===== src/rtl/tas_gate_sched.sv =====
module tas_gate_sched #(
  parameter int NUM_TC  = 8,
  parameter int MAX_ENT = 16
) (
  input  logic                       clk,
  input  logic                       rst_n,
  input  logic [63:0]                now_ns,
  input  logic                       gate_en,
  input  logic                       ent_wr,
  input  logic [$clog2(MAX_ENT)-1:0] ent_idx,
  input  logic [NUM_TC-1:0]          ent_mask,
  input  logic [31:0]                ent_ivl,
  input  logic                       cfg_wr,
  input  logic [2:0]                 cfg_sel,
  input  logic [31:0]                cfg_data,
  input  logic                       commit,
  output logic                       cmd_done,
  output logic                       cmd_status,
  output logic [NUM_TC-1:0]          gate_open
);
  localparam int IDX_W = $clog2(MAX_ENT);
  localparam int LEN_W = IDX_W + 1;
  localparam int DEPTH = 2 * MAX_ENT;
  localparam logic [15:0] MAX_LEN = 16'(MAX_ENT);

  logic [NUM_TC-1:0] mask_q [DEPTH];
  logic [31:0]       ivl_q  [DEPTH];

  logic [63:0] a_base;
  logic [31:0] a_cycle, a_ext;
  logic [15:0] a_len;

  logic             p_val, p_fix;
  logic [63:0]      p_base;
  logic [31:0]      p_cycle, p_ext;
  logic [LEN_W-1:0] p_len;

  logic             run_q, bank_q, hold_q;
  logic [IDX_W-1:0] idx_q;
  logic [LEN_W-1:0] o_len;
  logic [31:0]      o_cycle;
  logic [63:0]      cyc_start, ent_end;
  logic             done_q, stat_q;

  always_ff @(posedge clk) begin
    if (ent_wr) begin
      mask_q[{~bank_q, ent_idx}] <= ent_mask;
      ivl_q[{~bank_q, ent_idx}]  <= ent_ivl;
    end
  end

  always_ff @(posedge clk or negedge rst_n) begin
    if (!rst_n) begin
      a_base  <= '0;
      a_cycle <= '0;
      a_ext   <= '0;
      a_len   <= '0;
    end else if (cfg_wr) begin
      case (cfg_sel)
        3'd0:    a_base[31:0]  <= cfg_data;
        3'd1:    a_base[63:32] <= cfg_data;
        3'd2:    a_cycle       <= cfg_data;
        3'd3:    a_ext         <= cfg_data;
        3'd4:    a_len         <= cfg_data[15:0];
        default: ;
      endcase
    end
  end

  wire cfg_ok    = (a_len != 16'd0) && (a_len <= MAX_LEN) && (a_cycle != 32'd0);
  wire base_zero = (a_base == 64'd0);

  wire [63:0]      cyc_end  = cyc_start + {32'd0, o_cycle};
  wire [IDX_W-1:0] nxt_idx  = idx_q + 1'b1;
  wire             last_ent = ({1'b0, idx_q} == o_len - 1'b1);
  wire             p_ready  = p_val && !p_fix;
  wire             swap_go  = gate_en && p_ready && (now_ns >= p_base);
  wire [63:0]      gap      = p_base - cyc_end;
  wire             stretch  = p_ready && (p_base > cyc_end) && (gap < {32'd0, p_ext});
  wire             adv_base = p_val && (p_base < now_ns) && (p_fix || !gate_en);

  wire [31:0] ivl_new0 = ivl_q[{~bank_q, {IDX_W{1'b0}}}];
  wire [31:0] ivl_cur0 = ivl_q[{bank_q, {IDX_W{1'b0}}}];
  wire [31:0] ivl_nxt  = ivl_q[{bank_q, nxt_idx}];

  always_ff @(posedge clk or negedge rst_n) begin
    if (!rst_n) begin
      done_q    <= 1'b0;
      stat_q    <= 1'b0;
      p_val     <= 1'b0;
      p_fix     <= 1'b0;
      p_base    <= '0;
      p_cycle   <= '0;
      p_ext     <= '0;
      p_len     <= '0;
      run_q     <= 1'b0;
      bank_q    <= 1'b0;
      hold_q    <= 1'b0;
      idx_q     <= '0;
      o_len     <= '0;
      o_cycle   <= '0;
      cyc_start <= '0;
      ent_end   <= '0;
    end else begin
      done_q <= commit;
      if (commit) stat_q <= !cfg_ok;

      if (adv_base) p_base <= p_base + {32'd0, p_cycle};
      else          p_fix  <= 1'b0;
      if (swap_go)  p_val  <= 1'b0;
      if (commit && cfg_ok) begin
        p_val   <= 1'b1;
        p_fix   <= !base_zero;
        p_base  <= base_zero ? now_ns : a_base;
        p_cycle <= a_cycle;
        p_ext   <= a_ext;
        p_len   <= a_len[LEN_W-1:0];
      end

      if (!gate_en) begin
        run_q <= 1'b0;
      end else if (swap_go) begin
        run_q     <= 1'b1;
        bank_q    <= ~bank_q;
        o_len     <= p_len;
        o_cycle   <= p_cycle;
        cyc_start <= p_base;
        idx_q     <= '0;
        hold_q    <= 1'b0;
        ent_end   <= p_base + {32'd0, ivl_new0};
      end else if (run_q) begin
        if (now_ns >= cyc_end) begin
          if (!stretch) begin
            cyc_start <= cyc_end;
            idx_q     <= '0;
            hold_q    <= 1'b0;
            ent_end   <= cyc_end + {32'd0, ivl_cur0};
          end
        end else if (!hold_q && now_ns >= ent_end) begin
          if (last_ent) begin
            hold_q <= 1'b1;
          end else begin
            idx_q   <= nxt_idx;
            ent_end <= ent_end + {32'd0, ivl_nxt};
          end
        end
      end
    end
  end

  assign cmd_done   = done_q;
  assign cmd_status = stat_q;
  assign gate_open  = run_q ? mask_q[{bank_q, idx_q}] : {NUM_TC{1'b1}};

endmodule



===== config.mk =====
export PLATFORM = sky130hd
export DESIGN_NAME = tas_gate_sched
export DESIGN_NICKNAME = d
export VERILOG_FILES = /design/src/rtl/tas_gate_sched.sv
export SDC_FILE = /design/constraint.sdc
export NUM_CORES = 2
export LEC_CHECK = 0
export BUFFER_PORTS_ARGS = -buffer_cell sky130_fd_sc_hd__buf_2
export CAP_MARGIN = 10
export CORE_MARGIN = 10
export CORE_UTILIZATION = 35
export DETAILED_ROUTE_END_ITERATION = 8
export SYNTH_ARGS = -nofsm -noshare
export SYNTH_HDL_FRONTEND = slang
export SYNTH_SLANG_ARGS = --single-unit
export TNS_END_PERCENT = 100

===== constraint.sdc =====
create_clock -name clk -period 12.8 [get_ports clk]
set_clock_uncertainty 0.2 [all_clocks]
set_input_delay 1.28 -clock clk [delete_from_list [all_inputs] [get_ports clk]]
set_output_delay 1.28 -clock clk [all_outputs]
set_load 0.005 [all_outputs]

## Word-level counts from Yosys, hierarchy flattened

Memory sizes are Yosys's and may differ from the RTL's.
Cells that the tools add are included.

- Output and inout bits: 10
- Bits of input ports: 149
- Memories kept: 2
- Word-level logic and storage cells: 119
- Register bits after elaboration: 453
- Memory bits (read-only): 0
- Memory bits (writable): 1,280
- Latch bits: 0

Memories:

| name | depth | width | rd ports | clocked after memory_dff | write ports | RTL line | RTL |
|---|---|---|---|---|---|---|---|
| ivl_q | 32 | 32 | 3 | 0 | 1 | 27 | `logic [31:0] ivl_q [DEPTH];` |
| mask_q | 32 | 8 | 1 | 0 | 1 | 26 | `logic [NUM_TC-1:0] mask_q [DEPTH];` |

- Reduce and logical (&&, ||, !) cells: 36
- Divide/modulo/power cells: 0
- Shift operators: 0
- Equal/unequal tests: 10
- Magnitude comparators: 7
- Bitwise operators: 1
- Multipliers: 0
- Add/subtract/negate cells: 8
- Mux-type cells: 34

Operators with widths:

| cell | number |
|---|---|
| $mux 64 | 13 |
| $add 64x32->64 | 5 |
| $ge 64x64->1 | 3 |
| $gt 64x64->1 | 1 |
| $logic_not 64->1 | 1 |
| $lt 64x32->1 | 1 |
| $lt 64x64->1 | 1 |
| $sub 64x64->64 | 1 |
| $reduce_bool 32->1 | 1 |
| $mux 4 | 6 |
| $le 16x5->1 const B | 1 |
| $reduce_bool 16->1 | 1 |
| $mux 1 | 14 |
| $reduce_and 2->1 | 6 |
| $logic_and 1x1->1 | 11 |
| $reduce_and 5->1 | 2 |
| $mux 8 | 1 |
| $reduce_bool 2->1 | 4 |
| $eq 3x2->1 const B | 2 |
| $reduce_bool 3->1 | 2 |
| $eq 4x5->1 | 1 |
| $logic_not 1->1 | 5 |
| $sub 5x1->5 const B | 1 |
| $add 4x1->4 const B | 1 |
| 10 further kinds | 11 |

## Depth between registers and ports, before layout

- Depth in word-level cells: 8
- Gate-level depth with buffers: 49
- Depth with buffers taken out: 47

## Worst setup path before layout

Ideal clock, no wire load.

- Path type: register to register
- Start: register o_cycle[0]
- End: register cyc_start[50]
- Setup time: 0.137 ns
- Setup slack: 2.228 ns
- Stages on the path, launching flop included: 50
- Clock period less this slack: 10.572 ns
- Path buffers: 2
- Required time: 12.463 ns
- Arrival time: 10.234 ns
- Cells stage by stage: dfrtp_1 -> ha_1 -> inv_1 -> fa_1 -> nand2b_1 -> a21oi_1 -> o21a_1 -> a31oi_1 -> nor2b_1 -> o21ai_0 -> nand2b_1 -> xor2_1 -> inv_1 -> ha_1 -> and4_1 -> and4_1 -> o2111ai_1 -> nand3_1 -> [14 not listed] -> nand4_1 -> or2_2 -> nor3_1 -> a2111oi_0 -> nand3_1 -> or4_1 -> a2111oi_0 -> nand4bb_1 -> or4_1 -> a2111o_1 -> a2111o_1 -> or4b_1 -> or4_4 -> o21ai_4 -> buf_6 -> buf_6 -> nor2_1 -> a2bb2oi_1

- Longest elaborated chain between the ends: 6
- Elaborated cells on any way between the ends: 14
- Those cells by class: 2 x add/sub; 3 x order compare; 1 x eq/ne; 4 x mux; 4 x reduce/logical

RTL lines:

| item | RTL line | RTL |
|---|---|---|
| start: declaration | 41 | `logic [31:0] o_cycle;` |
| start signal: assignment | 126 | `o_cycle <= p_cycle;` |
| $add 64x32->64 * | 73 | `wire [63:0] cyc_end = cyc_start + {32'd0, o_cycle};` |
| $sub 64x64->64 or $gt 64x64->1 (tied branches) | 78, 79 |  |
| $lt 64x32->1 or $logic_and 1x1->1 (tied branches) | 79 | `wire stretch = p_ready && (p_base > cyc_end) && (gap < {32'd0, p_ext});` |
| $logic_and 1x1->1 | 79 |  |
| $ne 2x2->1 (no line) | -- |  |
| $reduce_and 4->1 (no line) | -- |  |
| end signal: assignment | 127 | `cyc_start <= p_base;` |
| end signal: assignment | 134 | `cyc_start <= cyc_end;` |
| end: declaration | 42 | `logic [63:0] cyc_start, ent_end;` |

Mark *: on every way between the ends. The rest lies on a longest branch, timed or not. The select of a mux whose other input is x is not followed.
A chain may end at the register's enable or synchronous reset.

## Worst setup path in the final report

- Start: register cyc_start[0]
- End: register cyc_start[54]

- Longest elaborated chain between the ends: 6
- Elaborated cells on any way between the ends: 14
- Those cells by class: 2 x add/sub; 3 x order compare; 1 x eq/ne; 4 x mux; 4 x reduce/logical

RTL lines:

| item | RTL line |
|---|---|
| $add 64x32->64 * | 73 |
| $sub 64x64->64 or $gt 64x64->1 (tied branches) | 78, 79 |
| $lt 64x32->1 or $logic_and 1x1->1 (tied branches) | 79 |
| $logic_and 1x1->1 | 79 |
| $ne 2x2->1 (no line) | -- |
| $reduce_and 4->1 (no line) | -- |

Marks and branches as above.

==> flow_summary.ini <==
[status]
outcome = complete, no violations

[logic_synthesis]
synth_xor_area_share_pct = 3.41
synth-simple-area-share_pct = 8.27
syn-num-nets = 7343
synth_warnings = 0
synthCells = 6764
synth_compound_area_share_pct = 9.58
syn_area_sq_um = 90100
ys_types = 105
synth-adder-area-share_pct = 6.13
ys_seq_elements = 1733
synth_edf_count = 1280
ys_async_sr_fraction_pct = 26.1
synth_top_family_by_area = multiplexers
ys.flop_type = edfxtp_1
avgSynthCellArea_sq_um = 13.3
ys_seq_area_share_pct = 55.2
synth.area.mux_share_pct = 14.8

[hold_path]
holdPathEnd = cmd_status
hold_path_class = flop to flop
min_path_cells = 1
hp-start = cmd_status

[drt]
first_iter_violations = 7251
wl_um = 294000
viasPerCell = 5.81
drc_errors = 0
wire_per_inst_um = 28.1
firstDrtPassIters = 5
vias = 60800
antenna_left = 0

[cells_and_area]
nFillCells = 23853
final_core_util_pct = 39.5
nets = 7504
stdcell_count = 10464
drive_gt1_share_pct = 19.6
ff_latch_area_sq_um = 49800
area_delta_synth_final_pct = 12.5
multi_input_area_sq_um = 38400

[setup_path]
start_kind = flop
max_stage_delay_ns = 0.60
rr_worst_depth = 49
endpoint_kind = flop
r2r-start = cyc_start[0]
r2r_slack_ns = 0.76
crit_type = flop to flop
required_ns = 13.27
r2r-end = cyc_start[54]
crit_path_frequent_cell = ha_1
path_max_fanout = 32
cp_slowest_cell = or4_4
worstPathArrival_ns = 12.51

[cts]
clk_pin_slew_worst_paths_ns = 0.06
worstSkewPairLatency_ns = 0.87
clock_sinks = 1733
root_buffer = clkbuf_16
cts_tree = done
h-tree-depth = 4
cts.path.max_buffers = 3
hold_buffers = 0
cts_made_buffers = 182

[timing]
rsz0062_at_grt = false
max_freq_mhz = 83.0
slew_violations = 0
finalCritPeriodShare_pct = 94.1
fin_tns_setup_ns = 0
worst_pin_slew_ns = 1.30
slew_headroom_pct = 11.1
hold_viol = 0
fin_crit_ns = 12.04
finalSetupViolations = 0

[global_route]
overflow = 0
grt_start_max_net_pins = 140
grt_pass1_vias = 60555
grt_pass1_wl_um = 426000
antenna_found_initial = 29
grt.total_usage_pct = 20.6

[floorplan]
ioPinCount = 159
rows = 186
die_w_um = 527
dieArea_sq_um = 278000
core-area_sq_um = 256000
start_util_pct = 35.1
chipHeight_um = 527

[place]
port_buffers = 158
gp_congestion = 0.928
hpwl_um = 201000
dp_cells = 10124

[power_and_ir_drop]
p_per_area_nw_per_um2 = 220
leakage_nw = 36.9
ir_drop_mv = 0.158

[run]
max_cap_violations = 0
sequential cells by signal, indices dropped and copies added, names as in the netlist:
signal      count
ivl_q        1024
mask_q        256
a_base         64
cyc_start      64
ent_end        64
p_base         64
a_cycle        32
a_ext          32
o_cycle        32
p_cycle        32
p_ext          32
a_len          16
o_len           5
p_len           5
idx_q           4
bank_q          1
cmd_done        1
cmd_status      1
hold_q          1
p_fix           1
p_val           1
run_q           1
worst max-delay path by stage:
stage / start / end / slack, ns / cells after the start
final: cyc_start[0] / cyc_start[54] / 0.76 / 49
after detailed placement: o_cycle[0] / cyc_start[33] / 0.43 / 48
after global routing: cyc_start[0] / cyc_start[54] / 0.08 / 49
after CTS: cyc_start[0] / cyc_start[33] / 0.43 / 48
after floorplan: o_cycle[0] / cyc_start[50] / 2.23 / 49
after global placement: cyc_start[0] / cyc_start[33] / 0.46 / 48
cell usage after synthesis (37+ instances only):
master / n / area [sq um]
a211oi_1: 101 / 758
a21o_1: 152 / 1140
a21oi_1: 422 / 2110
and2_1: 37 / 231
and3_1: 46 / 288
buf_1: 52 / 195
clkbuf_1: 228 / 856
dfrtp_1: 453 / 11300
edfxtp_1: 1280 / 38400
ha_1: 424 / 5310
inv_1: 279 / 1050
mux2_2: 316 / 3560
mux2i_1: 76 / 761
mux4_2: 400 / 9010
nand2_1: 448 / 1680
nand2b_1: 64 / 400
nand3_1: 140 / 701
nand4_1: 102 / 638
nor2_1: 326 / 1220
nor2b_1: 54 / 338
nor3_1: 96 / 480
nor4_1: 72 / 450
o211ai_1: 38 / 285
o21a_1: 44 / 330
o21ai_0: 252 / 1260
xnor2_1: 192 / 1680
xor2_1: 129 / 1130
worst max-delay path: cells and delay by family, from the launching register on:
kind	cells	cell delay [ns]
adders and majority gates	6	2.02
DFF	1	0.35
buffers and inverters	4	0.53
AOI/OAI and AO/OA	19	3.97
and+or+nand+nor	18	4.45
xor gates and xnor gates	2	0.38
area by class of cell:
cell class,instances,area share (%)
sequential,1733,49.1
multi-input combinational,4435,37.9
clock buffer,239,4.82
tap,3384,4.18
timing repair buffer,290,1.87
clock inverter,96,1.06
inverter,283,1.05
antenna,4,0.00987
cell usage in the layout, fill, tap and decap left out, types with 152 or more instances in the layout:
cell type,n
xnor2_1,188
inv_1,279
clkbuf_16,182
a21o_1,152
ha_1,423
a21oi_1,421
nand2_1,447
mux4_2,400
edfxtp_1,1280
mux2_2,316
nor2_1,294
o21ai_0,250
buf_2,157
dfrtp_1,450
repair_timing:
action | CTS | global route
endpoints found under the setup margin | 0 | 71
gates resized for setup | 0 | 5
setup buffers | 0 | 1
report_power, final:
part | switching, W | internal, W
sequential | 0.000630 | 0.00648
combinational | 0.00564 | 0.00427
clock | 0.00235 | 0.00295
cells by family (layout without fill, tap and decap cells):
kind of cell | Yosys count | count (layout)
other cells | 0 | 4
simple gates | 1518 | 1518
compound gates | 1352 | 1352
mux | 792 | 792
flops | 1733 | 1733
buf+inv | 596 | 908
xor+xnor | 333 | 333
fa+ha+maj | 440 | 440
per-layer routing:
metal | part of all wire (%) | global-route usage (%)
met4 | 3.5 | 6.54
met1 | 44 | 29.4
met2 | 45 | 31.8
met5 | 0.047 | 0
met3 | 7.9 | 3.41
per-stage QoR:
| stage | power [W] | setup slack [ns] | hold slack (ns) | instance area (sq um) |
|---|---|---|---|---|
| 6_report | 0.0223 | 0.757 | 0.269 | 101000 |
| 5_1_grt | 0.0235 | 0.0761 | 0.290 | 101000 |
| 4_1_cts | 0.0223 | 0.429 | 0.276 | 101000 |
| 3_5_place_dp | 0.0170 | 0.431 | 0.263 | 95400 |
| 3_3_place_gp | 0.0169 | 0.465 | 0.260 | 95400 |
| 2_1_floorplan | 0.0139 | 2.23 | 0.233 | 90100 |
No activity file was read; power rests on OpenSTA's default activity.
